<file path="src/rtl/burst_pkg.sv">
package burst_pkg;

  typedef enum logic [1:0] {
    CMD_HOLD = 2'd0,
    CMD_LOAD = 2'd1,
    CMD_STEP = 2'd2
  } burst_cmd_e;

  typedef enum logic {
    ORD_INTERLEAVED = 1'b0,
    ORD_LINEAR      = 1'b1
  } burst_order_e;

endpackage

</file>
<file path="src/rtl/burst_load_sel.sv">
module burst_load_sel
  import burst_pkg::*;
(
  input  logic       proc_strobe_n,
  input  logic       ctrl_strobe_n,
  input  logic       adv_n,
  input  logic       burst_live,
  output burst_cmd_e cmd
);

  // Either strobe loads and outranks the advance; an advance needs a live burst.
  always_comb begin
    if (!proc_strobe_n || !ctrl_strobe_n) begin
      cmd = CMD_LOAD;
    end else if (!adv_n && burst_live) begin
      cmd = CMD_STEP;
    end else begin
      cmd = CMD_HOLD;
    end
  end

endmodule

</file>
<file path="src/rtl/burst_beat_ctr.sv">
module burst_beat_ctr
  import burst_pkg::*;
#(
  parameter int BEAT_W = 2
) (
  input  logic              clk,
  input  logic              rst,
  input  burst_cmd_e        cmd,
  input  logic              linear_n,
  output logic [BEAT_W-1:0] beat_d,
  output burst_order_e      order_d,
  output logic              live_q
);

  logic [BEAT_W-1:0] beat_q;
  burst_order_e      order_q;

  always_comb begin
    beat_d  = beat_q;
    order_d = order_q;
    unique case (cmd)
      CMD_LOAD: begin
        beat_d  = '0;
        order_d = linear_n ? ORD_INTERLEAVED : ORD_LINEAR;
      end
      CMD_STEP: beat_d = beat_q + 1'b1;
      default: ;
    endcase
  end

  always_ff @(posedge clk) begin
    if (rst) begin
      beat_q  <= '0;
      order_q <= ORD_INTERLEAVED;
      live_q  <= 1'b0;
    end else begin
      beat_q  <= beat_d;
      order_q <= order_d;
      if (cmd == CMD_LOAD) live_q <= 1'b1;
    end
  end

  AST_BEAT_STEP: assert property (@(posedge clk) disable iff (rst)
    (cmd == CMD_STEP) |=> (beat_q == $past(beat_q) + 1'b1));
  AST_LOAD_RESTART: assert property (@(posedge clk) disable iff (rst)
    (cmd == CMD_LOAD) |=> (beat_q == '0 && live_q));
  AST_ORDER_KEPT: assert property (@(posedge clk) disable iff (rst)
    (cmd != CMD_LOAD) |=> $stable(order_q));

endmodule

</file>
<file path="src/rtl/burst_order_map.sv">
module burst_order_map
  import burst_pkg::*;
#(
  parameter int ADDR_W = 8,
  parameter int BEAT_W = 2
) (
  input  logic [ADDR_W-1:0] base,
  input  logic [BEAT_W-1:0] beat,
  input  burst_order_e      order,
  output logic [ADDR_W-1:0] addr
);

  logic [BEAT_W-1:0] lin_lo;
  logic [BEAT_W-1:0] ilv_lo;
  logic [BEAT_W-1:0] sel_lo;

  assign lin_lo = base[BEAT_W-1:0] + beat;

  for (genvar i = 0; i < BEAT_W; i++) begin : g_ilv
    assign ilv_lo[i] = base[i] ^ beat[i];
  end

  assign sel_lo = (order == ORD_LINEAR) ? lin_lo : ilv_lo;

  if (ADDR_W > BEAT_W) begin : g_upper
    assign addr = {base[ADDR_W-1:BEAT_W], sel_lo};
  end else begin : g_low_only
    assign addr = sel_lo;
  end

endmodule

</file>
<file path="src/rtl/burst_addr_seq.sv">
module burst_addr_seq
  import burst_pkg::*;
#(
  parameter int ADDR_W = 8,
  parameter int BEAT_W = 2
) (
  input  logic              clk,
  input  logic              rst,
  input  logic              proc_strobe_n,
  input  logic              ctrl_strobe_n,
  input  logic              adv_n,
  input  logic              linear_n,
  input  logic [ADDR_W-1:0] addr_in,
  output logic [ADDR_W-1:0] addr_out,
  output logic              addr_valid
);

  burst_cmd_e        cmd;
  logic [BEAT_W-1:0] beat_d;
  burst_order_e      order_d;
  logic [ADDR_W-1:0] base_q;
  logic [ADDR_W-1:0] base_d;
  logic [ADDR_W-1:0] addr_d;

  burst_load_sel u_sel (
    .proc_strobe_n (proc_strobe_n),
    .ctrl_strobe_n (ctrl_strobe_n),
    .adv_n         (adv_n),
    .burst_live    (addr_valid),
    .cmd           (cmd)
  );

  burst_beat_ctr #(.BEAT_W(BEAT_W)) u_ctr (
    .clk      (clk),
    .rst      (rst),
    .cmd      (cmd),
    .linear_n (linear_n),
    .beat_d   (beat_d),
    .order_d  (order_d),
    .live_q   (addr_valid)
  );

  assign base_d = (cmd == CMD_LOAD) ? addr_in : base_q;

  burst_order_map #(.ADDR_W(ADDR_W), .BEAT_W(BEAT_W)) u_map (
    .base  (base_d),
    .beat  (beat_d),
    .order (order_d),
    .addr  (addr_d)
  );

  always_ff @(posedge clk) begin
    if (rst) begin
      base_q   <= '0;
      addr_out <= '0;
    end else begin
      base_q   <= base_d;
      addr_out <= addr_d;
    end
  end

  AST_LOAD_SEEN: assert property (@(posedge clk) disable iff (rst)
    (!proc_strobe_n || !ctrl_strobe_n) |=> (addr_out == $past(addr_in) && addr_valid));
  AST_HOLD_STILL: assert property (@(posedge clk) disable iff (rst)
    (proc_strobe_n && ctrl_strobe_n && adv_n) |=> ($stable(addr_out) && $stable(addr_valid)));
  AST_IDLE_ADVANCE: assert property (@(posedge clk) disable iff (rst)
    (!addr_valid && proc_strobe_n && ctrl_strobe_n) |=> (!addr_valid && $stable(addr_out)));
  AST_UPPER_FIXED: assert property (@(posedge clk) disable iff (rst)
    (proc_strobe_n && ctrl_strobe_n) |=> ($stable(addr_out[ADDR_W-1:BEAT_W])));

endmodule

</file>
<file path="config.mk">
export PLATFORM = sky130hd
export DESIGN_NAME = burst_addr_seq
export DESIGN_NICKNAME = d
export VERILOG_FILES = /design/src/rtl/burst_pkg.sv /design/src/rtl/burst_load_sel.sv /design/src/rtl/burst_beat_ctr.sv /design/src/rtl/burst_order_map.sv /design/src/rtl/burst_addr_seq.sv
export SDC_FILE = /design/constraint.sdc
export NUM_CORES = 1
export LEC_CHECK = 0
export ABC_AREA = 1
export CAP_MARGIN = 20
export CORE_MARGIN = 4
export CORE_UTILIZATION = 49
export DETAILED_ROUTE_END_ITERATION = 12
export PLACE_DENSITY = 0.87
export SETUP_SLACK_MARGIN = 0.02
export SYNTH_ARGS = -nofsm -noshare
export SYNTH_HDL_FRONTEND = slang
export SYNTH_HIERARCHICAL = 1
export SYNTH_SLANG_ARGS = --single-unit
export TNS_END_PERCENT = 30
</file>
<file path="constraint.sdc">
create_clock -name clk -period 2.2 [get_ports clk]
set_input_delay 0.33 -clock clk [delete_from_list [all_inputs] [get_ports clk]]
set_output_delay 0.33 -clock clk [all_outputs]
set_load 0.1 [all_outputs]
</file>
# After elaboration in Yosys (flattened, before gate mapping)
# Cells that the tools add are included.
# op_classes
n_addsub	2
n_eq_ne	2
n_mux	7
bitwise_logic	2
n_reduce_logical	5
# ops
cell	count
8-bit 2-to-1 mux	1
2-bit 2-to-1 mux	3
2-bit case mux with 2 select lines	1
1-bit zero test	3
2-bit by 1-bit adder with 2-bit output (second input constant)	1
2-bit adder	1
2-bit by 1-bit == test with 1-bit output (second input constant)	1
2-bit == test (second input constant)	1
1-bit 2-to-1 mux	2
1-bit bitwise XOR	2
1-bit logical AND	1
1-bit logical OR	1
# word_totals
reg_bits	20
wordCells	23

# Longest topological paths before layout
# Gate-level depths: netlist of the first run.
# depth
ltp_word	8
mapped_depth	16

# Hierarchy
# Netlist of the first run, hierarchy kept.
# by_module_without_submodules
mod	n_inst	cells_each	area_per_inst_um2	seq_area_each_um2
burst_addr_seq	1	93	714.4	320.3
burst_beat_ctr	1	28	210.2	80.1
burst_order_map	1	19	105.1	0.0
burst_load_sel	1	4	20.0	0.0

# Worst setup path before layout of the first run
# Ideal clock, no wire load.
# synth_timing
path_type	reg-to-reg
start	register u_ctr.live_q
end	register addr_out[1]
setup_ns	0.113
arrival_time_ns	2.369
t_required_ns	2.087
slack_ns	-0.282
stages_incl_launch_ff	14
synth_period_minus_slack_ns	2.482
cell_sequence	dfxtp_1 > nand2_1 > nor2_2 > ha_1 > or2_4 > nand3_2 > inv_1 > ha_1 > nand2_1 > nand3_1 > nand2_1 > inv_1 > inv_1 > nor2_1
# synth_via
elab_chain_cells	7
# synth_lines
element	line	rtl
start, declared	burst_beat_ctr.sv:12	output logic live_q
start signal, assigned	burst_beat_ctr.sv:35	live_q <= 1'b0;
start signal, assigned	burst_beat_ctr.sv:39	if (cmd == CMD_LOAD) live_q <= 1'b1;
1-bit logical AND (*)	burst_load_sel.sv:15	end else if (!adv_n && burst_live) begin
2-bit 2-to-1 mux (*)	burst_load_sel.sv:15	
2-bit 2-to-1 mux (*)	burst_load_sel.sv:13	if (!proc_strobe_n || !ctrl_strobe_n) begin
net cmd[1]	burst_addr_seq.sv:18	burst_cmd_e cmd;
2-bit == test / 2-bit by 1-bit == test with 1-bit output (equally long branches)	burst_beat_ctr.sv:21	unique case (cmd)
2-bit case mux with 2 select lines (*)	burst_beat_ctr.sv:21	
net beat_d[0]	burst_addr_seq.sv:19	logic [BEAT_W-1:0] beat_d;
2-bit adder (*)	burst_order_map.sv:17	assign lin_lo = base[BEAT_W-1:0] + beat;
2-bit 2-to-1 mux (*)	burst_order_map.sv:23	assign sel_lo = (order == ORD_LINEAR) ? lin_lo : ilv_lo;
net addr_d[1]	burst_addr_seq.sv:23	logic [ADDR_W-1:0] addr_d;
end signal, assigned	burst_addr_seq.sv:58	addr_out <= addr_d;
end, declared	burst_addr_seq.sv:14	output logic [ADDR_W-1:0] addr_out,
# Mark *: on every way through the listed nets, which the timed path passes. The rest lies on a longest branch.
# A chain may end at the register's enable or synchronous reset.

# Worst setup path after layout of the first run
# layout_timing
start	input ctrl_strobe_n
end	register addr_out[1]
# layout_via
elab_chain_cells	7
# layout_lines
element	line	rtl
start, declared	burst_addr_seq.sv:10	input logic ctrl_strobe_n,
1-bit zero test (*)	burst_load_sel.sv:13	
1-bit logical OR (*)	burst_load_sel.sv:13	
2-bit 2-to-1 mux (*)	burst_load_sel.sv:13	
net cmd[0]	burst_addr_seq.sv:18	
2-bit == test / 2-bit by 1-bit == test with 1-bit output (equally long branches)	burst_beat_ctr.sv:21	
2-bit case mux with 2 select lines (*)	burst_beat_ctr.sv:21	
net beat_d[0]	burst_addr_seq.sv:19	
2-bit adder (*)	burst_order_map.sv:17	
2-bit 2-to-1 mux (*)	burst_order_map.sv:23	
net addr_d[1]	burst_addr_seq.sv:23	
# Marked as above.

==> run summary, run 1 <==
IO buf count: 22
Post-CTS Resized: 0
Largest area contributor in the netlist: dfxtp_1
Worst path slowest cell: clkdlybuf4s50_1
CTS Hold Bufs: 0
Kind of cell adding the most delay to the critical path: simple AND/OR/NAND/NOR gates
Post-DP HPWL: 1364 um
TritonCTS buffer count: 3
Clk sinks: 20
Fmax: 512.1 MHz
Post-route insts no fill: 192
Critical path cell sequence: clkdlybuf4s50_1, nand2_2, nor2_2, ha_1, or2_4, nand3_2, inv_1, ha_1, nand2_1, inv_1, nand3_1, nand2_1, inv_1, inv_1, nor2_1
Diodes inserted: 0
TritonCTS clock tree: done
Peak supply drop: 888.4 uV
Via Count: 812
Clk buf depth: 2
Mean post-synth cell area: 7.290 um2
Fin crit share: 0.8877
DP Area: 1240 um2
Inst Count DP: 188
Total GRT Usage: 0.1443
Slew Viols, Final: 0
Synth unique cells: 16
CP endpoint kind: register
Post-Syn Nets: 161
WP data required: 2.44 ns
Design area: 1292 um2
Finish-stage setup viols: 0
RSZ-0062 raised after global routing: false
Root Driver: clkbuf_4
IO Count: 23
Synth warn: 6
DRT iter0 DRCs: 10
Crit Path Max Fanout: 3
Share of cells above drive strength 1: 0.3030
Fin util: 0.6456
Synth area leaders: dfxtp_1 (38%), inv_1 (16%), nand2_2 (11%)
Largest stage delay, worst path: 0.47 ns
Worst Path Buf+Inv: 5
Tmin final: 1.953 ns
Antenna Nets Post-Route: 0
HP Class: reg -> reg
First-pass GRT wire length: 3036 um
Grt ovf: 0
Row count: 16
Placer Congestion: 0.7376
Die height: 54.29 um
Worst-path clk slew: 0.10 ns
Max Clock Skew: 0.007802 ns
Seq pwr share: 0.414
Crit path kind: in -> reg
Syn Inst Count: 144
Vias in the first global route: 785
Die area: 2947 um2
Initial antenna violation count: 0
Synthesized area: 1050 um2
Starting Density: 0.5244
NetSw: 304.9 uW
Core Footprint: 2002 um2
Max-cap viol count: 0
CP arrival: 2.19 ns
Max H-tree Level: 1
Final #Nets: 183
# DRC: 0
Static leakage: 0.0007196 uW
Detailed Routing Iterations Pass 1: 4
Worst rel slew slack: 0.8146
DR vias/cell: 4.229
Avg WL per Cell: 9.109 um
Pin count of the biggest net entering global routing: 21
CP Launch Type: input port
Post-synthesis sequential area ratio: 0.3814
Outcome: completed
Final Hold Vio Count: 0
Setup Fix Bufs, Post-CTS: 0
PwrDens: 745.8 nW/um2
Flops & latches, synth: 20
Clock group share of total power: 0.304
Final wirelength: 1749 um
Internal power: 659.0 uW
Worst-Margin Slew: 0.2804 ns
Switching fraction of total power: 0.3163
Post-synth top area share: 0.3814
Filler cell count: 184
CP dominant cell by count: inv_1
Clk Latency, worst-skew pair: 0.30 ns
Fraction of power consumed by combinational cells: 0.282
Die extent in x: 54.29 um
Area Growth Syn to Fin: 23.12%
## cells in the final DEF, fill, tap and decap left out, drive strengths merged
cell and n:
nand2 29, ha 3, dfxtp 20, o21ai 1, buf 13, nor2 22
or2 1, inv 46, nand3 13, clkbuf 3, clkdlybuf4s50 13, bufinv 1
## power groups by stage
stage / sequential [uW] / combinational [uW] / clock (uW)
floorplan: 510 / 120 / 0
global placement: 407 / 266 / 0
detailed placement: 408 / 273 / 0
CTS: 399 / 275 / 305
global route: 402 / 295 / 317
finish: 399 / 272 / 293
## registers in the layout (all words and copies together), names as in the netlist
signal,cells
addr_out,8
base_q,8
u_ctr/beat_q,2
u_ctr/live_q,1
u_ctr/order_q,1
## cells in the mapped netlist
library cell,number
inv_1,45
dfxtp_1,20
nand2_2,18
nor2_1,13
nand3_1,11
nand2_1,10
nor2_2,9
buf_4,6
ha_1,3
buf_6,2
nand3_2,2
buf_2,1
inv_4,1
nand2_8,1
o21ai_1,1
or2_4,1
## tightest hold or removal path: cells and delay by family, from the launching register on
kind,cells,cell delay [ns]
AO/OA/AOI/OAI,1,0.07
flip-flops,1,0.33
AND/OR/NAND/NOR,1,0.07
## final cells by class
cell class / instances / area [um2] / share of cell area
repair buffers: 26 / 227.7 / 0.1762
inverters: 46 / 175.2 / 0.1355
well taps: 27 / 33.78 / 0.02614
flip-flops and latches: 20 / 401.6 / 0.3107
multi-input cells: 69 / 401.6 / 0.3107
clock inverters: 1 / 30.03 / 0.02323
clock buffers: 3 / 22.52 / 0.01742
## layer usage
layer / vias up / track usage / share of wire / wire [um]
met5: - / 0 / 0 / 0
met4: 0 / 0.02490 / 0.0057 / 10
met3: 2 / 0.05722 / 0.053 / 93
met2: 14 / 0.2729 / 0.54 / 945
met1: 359 / 0.1496 / 0.40 / 701
li1: 437 / - / - / -
## worst paths after layout
path                 startpoint       endpoint  slack (ns)  depth (start not counted)
setup / recovery  ctrl_strobe_n    addr_out[1]        0.25                         15
hold / removal    u_ctr/order_q  u_ctr/order_q        0.50                          2
setup reg to reg   u_ctr/live_q    addr_out[1]        0.44                         14
hold reg to reg   u_ctr/order_q  u_ctr/order_q        0.50                          2
## stage by stage
stage | hold WS, ns | total power, uW | TNS (ns) | setup WS, ns
global placement | 0.4610 | 673.1 | 0 | 0.009213
detailed placement | 0.4744 | 681.1 | -0.04411 | -0.04411
floorplan | 0.3950 | 630.0 | 0 | 0.05264
global route | 0.5335 | 1015 | 0 | 0.09570
finish | 0.4968 | 963.9 | 0 | 0.2471
CTS | 0.5016 | 979.1 | 0 | 0.2552
## logic make-up after synthesis
family / synth area share
simple gates: 0.3421
buf+inv: 0.2360
flops: 0.3814
fa+ha+maj: 0.03576
compound gates: 0.004763
Note: power is estimated with default switching activity, not from simulation.
==> run 2: changes to the inputs <==
CTS_BUF_LIST = sky130_fd_sc_hd__clkbuf_16   (was not set)
==> run summary, run 2 (same netlist as run 1, synthesis figures left out) <==
Outcome: completed
Clk Latency, worst-skew pair: 0.25 ns
Root Driver: clkbuf_16
Placer Congestion: 0.7376
Detailed Routing Iterations Pass 1: 4
CP Launch Type: input port
CP endpoint kind: register
Starting Density: 0.5244
Final Total Pwr: 1166 uW
Vias in the first global route: 824
DR vias/cell: 4.203
Tmin final: 2.024 ns
Max H-tree Level: 1
Max Clock Skew: 0.004012 ns
Most common cell after layout, fill and taps aside: inv_1
Total GRT Usage: 0.1529
Fin crit share: 0.9199
Slew Viols, Final: 0
# DRC: 0
IO buf count: 22
Static leakage: 0.0007430 uW
Worst path slowest cell: clkdlybuf4s50_1
Share of cells above drive strength 1: 0.3091
First-pass GRT wire length: 3229 um
Crit Path Max Fanout: 3
Core Footprint: 2002 um2
Die extent in x: 54.29 um
Worst-Margin Slew: 0.2804 ns
Diodes inserted: 0
Worst rel slew slack: 0.8146
Clk sinks: 20
Largest stage delay, worst path: 0.45 ns
Antenna Nets Post-Route: 0
Die height: 54.29 um
HP Class: reg -> reg
PwrDens: 862.3 nW/um2
Via Count: 807
Critical path cell sequence: clkdlybuf4s50_1, inv_1, nand2_1, nor2_4, ha_1, or2_4, nand3_2, inv_1, ha_1, nand2_1, nand3_1, nand2_1, inv_1, inv_1, nor2_2
TritonCTS buffer count: 3
Final #Nets: 183
Filler cell count: 163
Finish-stage setup viols: 0
Grt ovf: 0
Final wirelength: 1856 um
Clk buf depth: 2
R2r setup slk: 0.41 ns
TritonCTS clock tree: done
Most frequent cells in the layout: inv_1 (45), dfxtp_1 (19), nand2_2 (18)
Post-DP HPWL: 1364 um
Max-cap viol count: 0
Fmax: 494.1 MHz
CP arrival: 2.16 ns
Worst-path clk slew: 0.05 ns
Avg WL per Cell: 9.667 um
CP dominant cell by count: inv_1
RSZ-0062 raised after global routing: false
Initial antenna violation count: 0
Fin Hold WS: 0.4820 ns
Area Growth Syn to Fin: 28.84%
Leading registers by flop count: addr_out (8), base_q (8), u_ctr/beat_q (2)
IO Count: 23
Crit path kind: in -> reg
Row count: 16
DRT iter0 DRCs: 5
Pin count of the biggest net entering global routing: 21
Peak supply drop: 787.3 uV
Die area: 2947 um2
Final Hold Vio Count: 0
WP data required: 2.33 ns
Fin util: 0.6756
==> run 2: critical path: cells and delay by family <==
family | cells | cell delay (ns)
and+or+nand+nor | 8 | 0.74
adders and majority gates | 2 | 0.47
buffers and inverters | 5 | 0.64
==> run 2: repair_timing <==
item                                   4_1_cts  5_1_grt
endpoints found under the hold margin        0        0
hold buffers                                 0        0
resized for setup                            0        2
setup buffers                                0        0
setup endpoints to repair                    0        1
==> run 2: worst paths after layout <==
path                 startpoint             to  cells after the start
hold / removal    u_ctr/order_q  u_ctr/order_q                      2
hold reg to reg   u_ctr/order_q  u_ctr/order_q                      2
setup reg to reg   u_ctr/live_q    addr_out[1]                     13
setup / recovery          adv_n    addr_out[1]                     15
==> run 2: layout make-up <==
cell class	instances	area, um2	area share
timing repair buffer	26	227.7	0.1684
tap	27	33.78	0.02498
multi-input combinational	69	409.1	0.3025
clock buffer	3	75.07	0.05550
sequential	20	401.6	0.2969
inverter	46	175.2	0.1295
clock inverter	1	30.03	0.02220
==> run 2: where the power goes <==
part	total, uW	switching [uW]	internal, uW
clock network	491	130	361
registers	400	8.56	391
logic	276	191	84.6
total	1170	330	837
==> run 2: through the flow <==
stage / instance area, um2 / worst slack, ns / setup TNS [ns] / std cells
after floorplan: 1051 / 0.05264 / 0 / 144
after global placement: 1240 / 0.009213 / 0 / 188
after detailed placement: 1240 / -0.04411 / -0.04411 / 188
after CTS: 1345 / 0.1764 / 0 / 192
after global routing: 1353 / 0.02355 / 0 / 192
final: 1353 / 0.1762 / 0 / 192
==> run 2: routing by layer <==
layer,vias up,wire [um],share of wire,global-route usage
li1,436,-,-,-
met1,355,710,0.38,0.1563
met2,14,1048,0.56,0.2948
met3,2,89,0.048,0.05722
met4,0,7,0.0038,0.02490
met5,-,0,0,0
==> run 3: changes to the inputs <==
ABC_CLOCK_PERIOD_IN_PS = 2200   (was not set)
MAX_ROUTING_LAYER = met4   (was not set)
==> run summary, run 3 (same netlist as run 1, synthesis figures left out) <==
Antenna Nets Post-Route: 0
CP endpoint kind: register
Outcome: completed
Clk Latency, worst-skew pair: 0.25 ns
Placer Congestion: 0.7468
Multi-input gate area: 409.1 um2
Die height: 54.29 um
Initial antenna violation count: 0
Finish-stage setup viols: 0
Clk sinks: 20
Critical path cell sequence: clkdlybuf4s50_1, inv_1, nand2_1, nor2_4, ha_1, or2_4, nand3_2, inv_1, ha_1, nand2_1, nand3_1, nand2_1, inv_1, inv_1, nor2_2
RSZ-0062 raised after global routing: false
Area Growth Syn to Fin: 28.84%
Crit path kind: in -> reg
Fin crit share: 0.9199
Worst rel slew slack: 0.8146
Final wirelength: 1856 um
TritonCTS buffer count: 3
Inst Count DP: 188
Hold EP: u_ctr/order_q
Leading registers by flop count: addr_out (8), base_q (8), u_ctr/beat_q (2)
First-pass GRT wire length: 3236 um
Fmax: 494.1 MHz
WP data required: 2.33 ns
Register area: 401.6 um2
Die extent in x: 54.29 um
Fin util: 0.6756
Final Hold Vio Count: 0
Die area: 2947 um2
Worst R2R End: addr_out[1]
R2R Path Start: u_ctr/live_q
Starting Density: 0.5244
R2r worst-path depth: 13
Pin count of the biggest net entering global routing: 21
Vias in the first global route: 823
Largest stage delay, worst path: 0.45 ns
Worst path slowest cell: clkdlybuf4s50_1
Tmin final: 2.024 ns
Slew Viols, Final: 0
CP Launch Type: input port
Worst-Margin Slew: 0.2804 ns
Core Footprint: 2002 um2
IO Count: 23
Share of cells above drive strength 1: 0.3091
Worst-path clk slew: 0.05 ns
IO buf count: 22
Hold Crit Start: u_ctr/order_q
DRT iter0 DRCs: 5
R2r setup slk: 0.41 ns
Post-DP HPWL: 1364 um
Max Clock Skew: 0.004004 ns
Max H-tree Level: 1
DR vias/cell: 4.203
Peak supply drop: 787.3 uV
Avg WL per Cell: 9.667 um
Post-route insts no fill: 192
Most frequent cells in the layout: inv_1 (45), dfxtp_1 (19), nand2_2 (18)
Total GRT Usage: 0.1572
CP dominant cell by count: inv_1
CP arrival: 2.16 ns
Setup Fix Bufs, Post-CTS: 0
Max-cap viol count: 0
PwrDens: 862.3 nW/um2
Detailed Routing Iterations Pass 1: 4
Diodes inserted: 0
Most common cell after layout, fill and taps aside: inv_1
Via Count: 807
Root Driver: clkbuf_16
# DRC: 0
WHS Path Cells: 2
Filler cell count: 163
CTS Hold Bufs: 0
Grt ovf: 0
TritonCTS clock tree: done
Clk buf depth: 2
Crit Path Max Fanout: 3
HP Class: reg -> reg
Static leakage: 0.0007430 uW
Final #Nets: 183
Row count: 16
==> run 3: cell counts in the layout (fill, tap and decap cells not counted) <==
No cell type changed its count.
==> run 3: how the worst max path moves through the flow <==
stage	start	to	slack (ns)
2_1_floorplan	u_ctr/live_q	addr_out[1]	0.05
3_3_place_gp	ctrl_strobe_n	addr_out[1]	0.009
3_5_place_dp	ctrl_strobe_n	addr_out[1]	-0.04
4_1_cts	ctrl_strobe_n	addr_out[1]	0.18
5_1_grt	proc_strobe_n	addr_out[1]	0.02
6_report	adv_n	addr_out[1]	0.18
==> run 3: power by group <==
group	leakage, uW	total, uW	internal [uW]	switching (uW)
clock	0.0000511	491	361	130
combinational	0.000525	276	84.6	191
sequential	0.000167	400	391	8.56
total	0.000743	1170	837	330
==> run 3: layer usage <==
layer	vias to the layer above	part of all wire	global-route usage
li1	436	-	-
met1	355	0.38	0.1563
met2	14	0.56	0.2948
met3	2	0.047	0.05722
met4	0	0.0048	0.02490
met5	-	0	-
==> run 3: worst max-delay path, delay by kind of cell <==
family                   cells  cell delay, ns
buffers and inverters        5            0.64
AND/OR/NAND/NOR              8            0.74
adder cells (fa/ha/maj)      2            0.47
==> run 3: stage by stage <==
step / hold WS (ns) / total power [uW] / setup WS (ns) / area, um2 / setup TNS (ns)
after floorplan: 0.3950 / 630.0 / 0.05264 / 1051 / 0
after global placement: 0.4610 / 673.1 / 0.009213 / 1240 / 0
after detailed placement: 0.4744 / 681.1 / -0.04411 / 1240 / -0.04411
after CTS: 0.4874 / 1174 / 0.1764 / 1345 / 0
after global routing: 0.5212 / 1213 / 0.02356 / 1353 / 0
final: 0.4820 / 1166 / 0.1762 / 1353 / 0
==> run 3: what timing repair did <==
action                                  CTS  global route
endpoints found under the setup margin    0             1
hold endpoints to repair                  0             0
resized for setup                         0             2
==> run 3: final cells by class <==
cell class                      count  share of cell area
Clock buffer                        3             0.05550
Inverter                           46              0.1295
Timing Repair Buffer               26              0.1684
Tap cell                           27             0.02498
Multi-Input combinational cell     69              0.3025
Clock inverter                      1             0.02220
Sequential cell                    20              0.2969
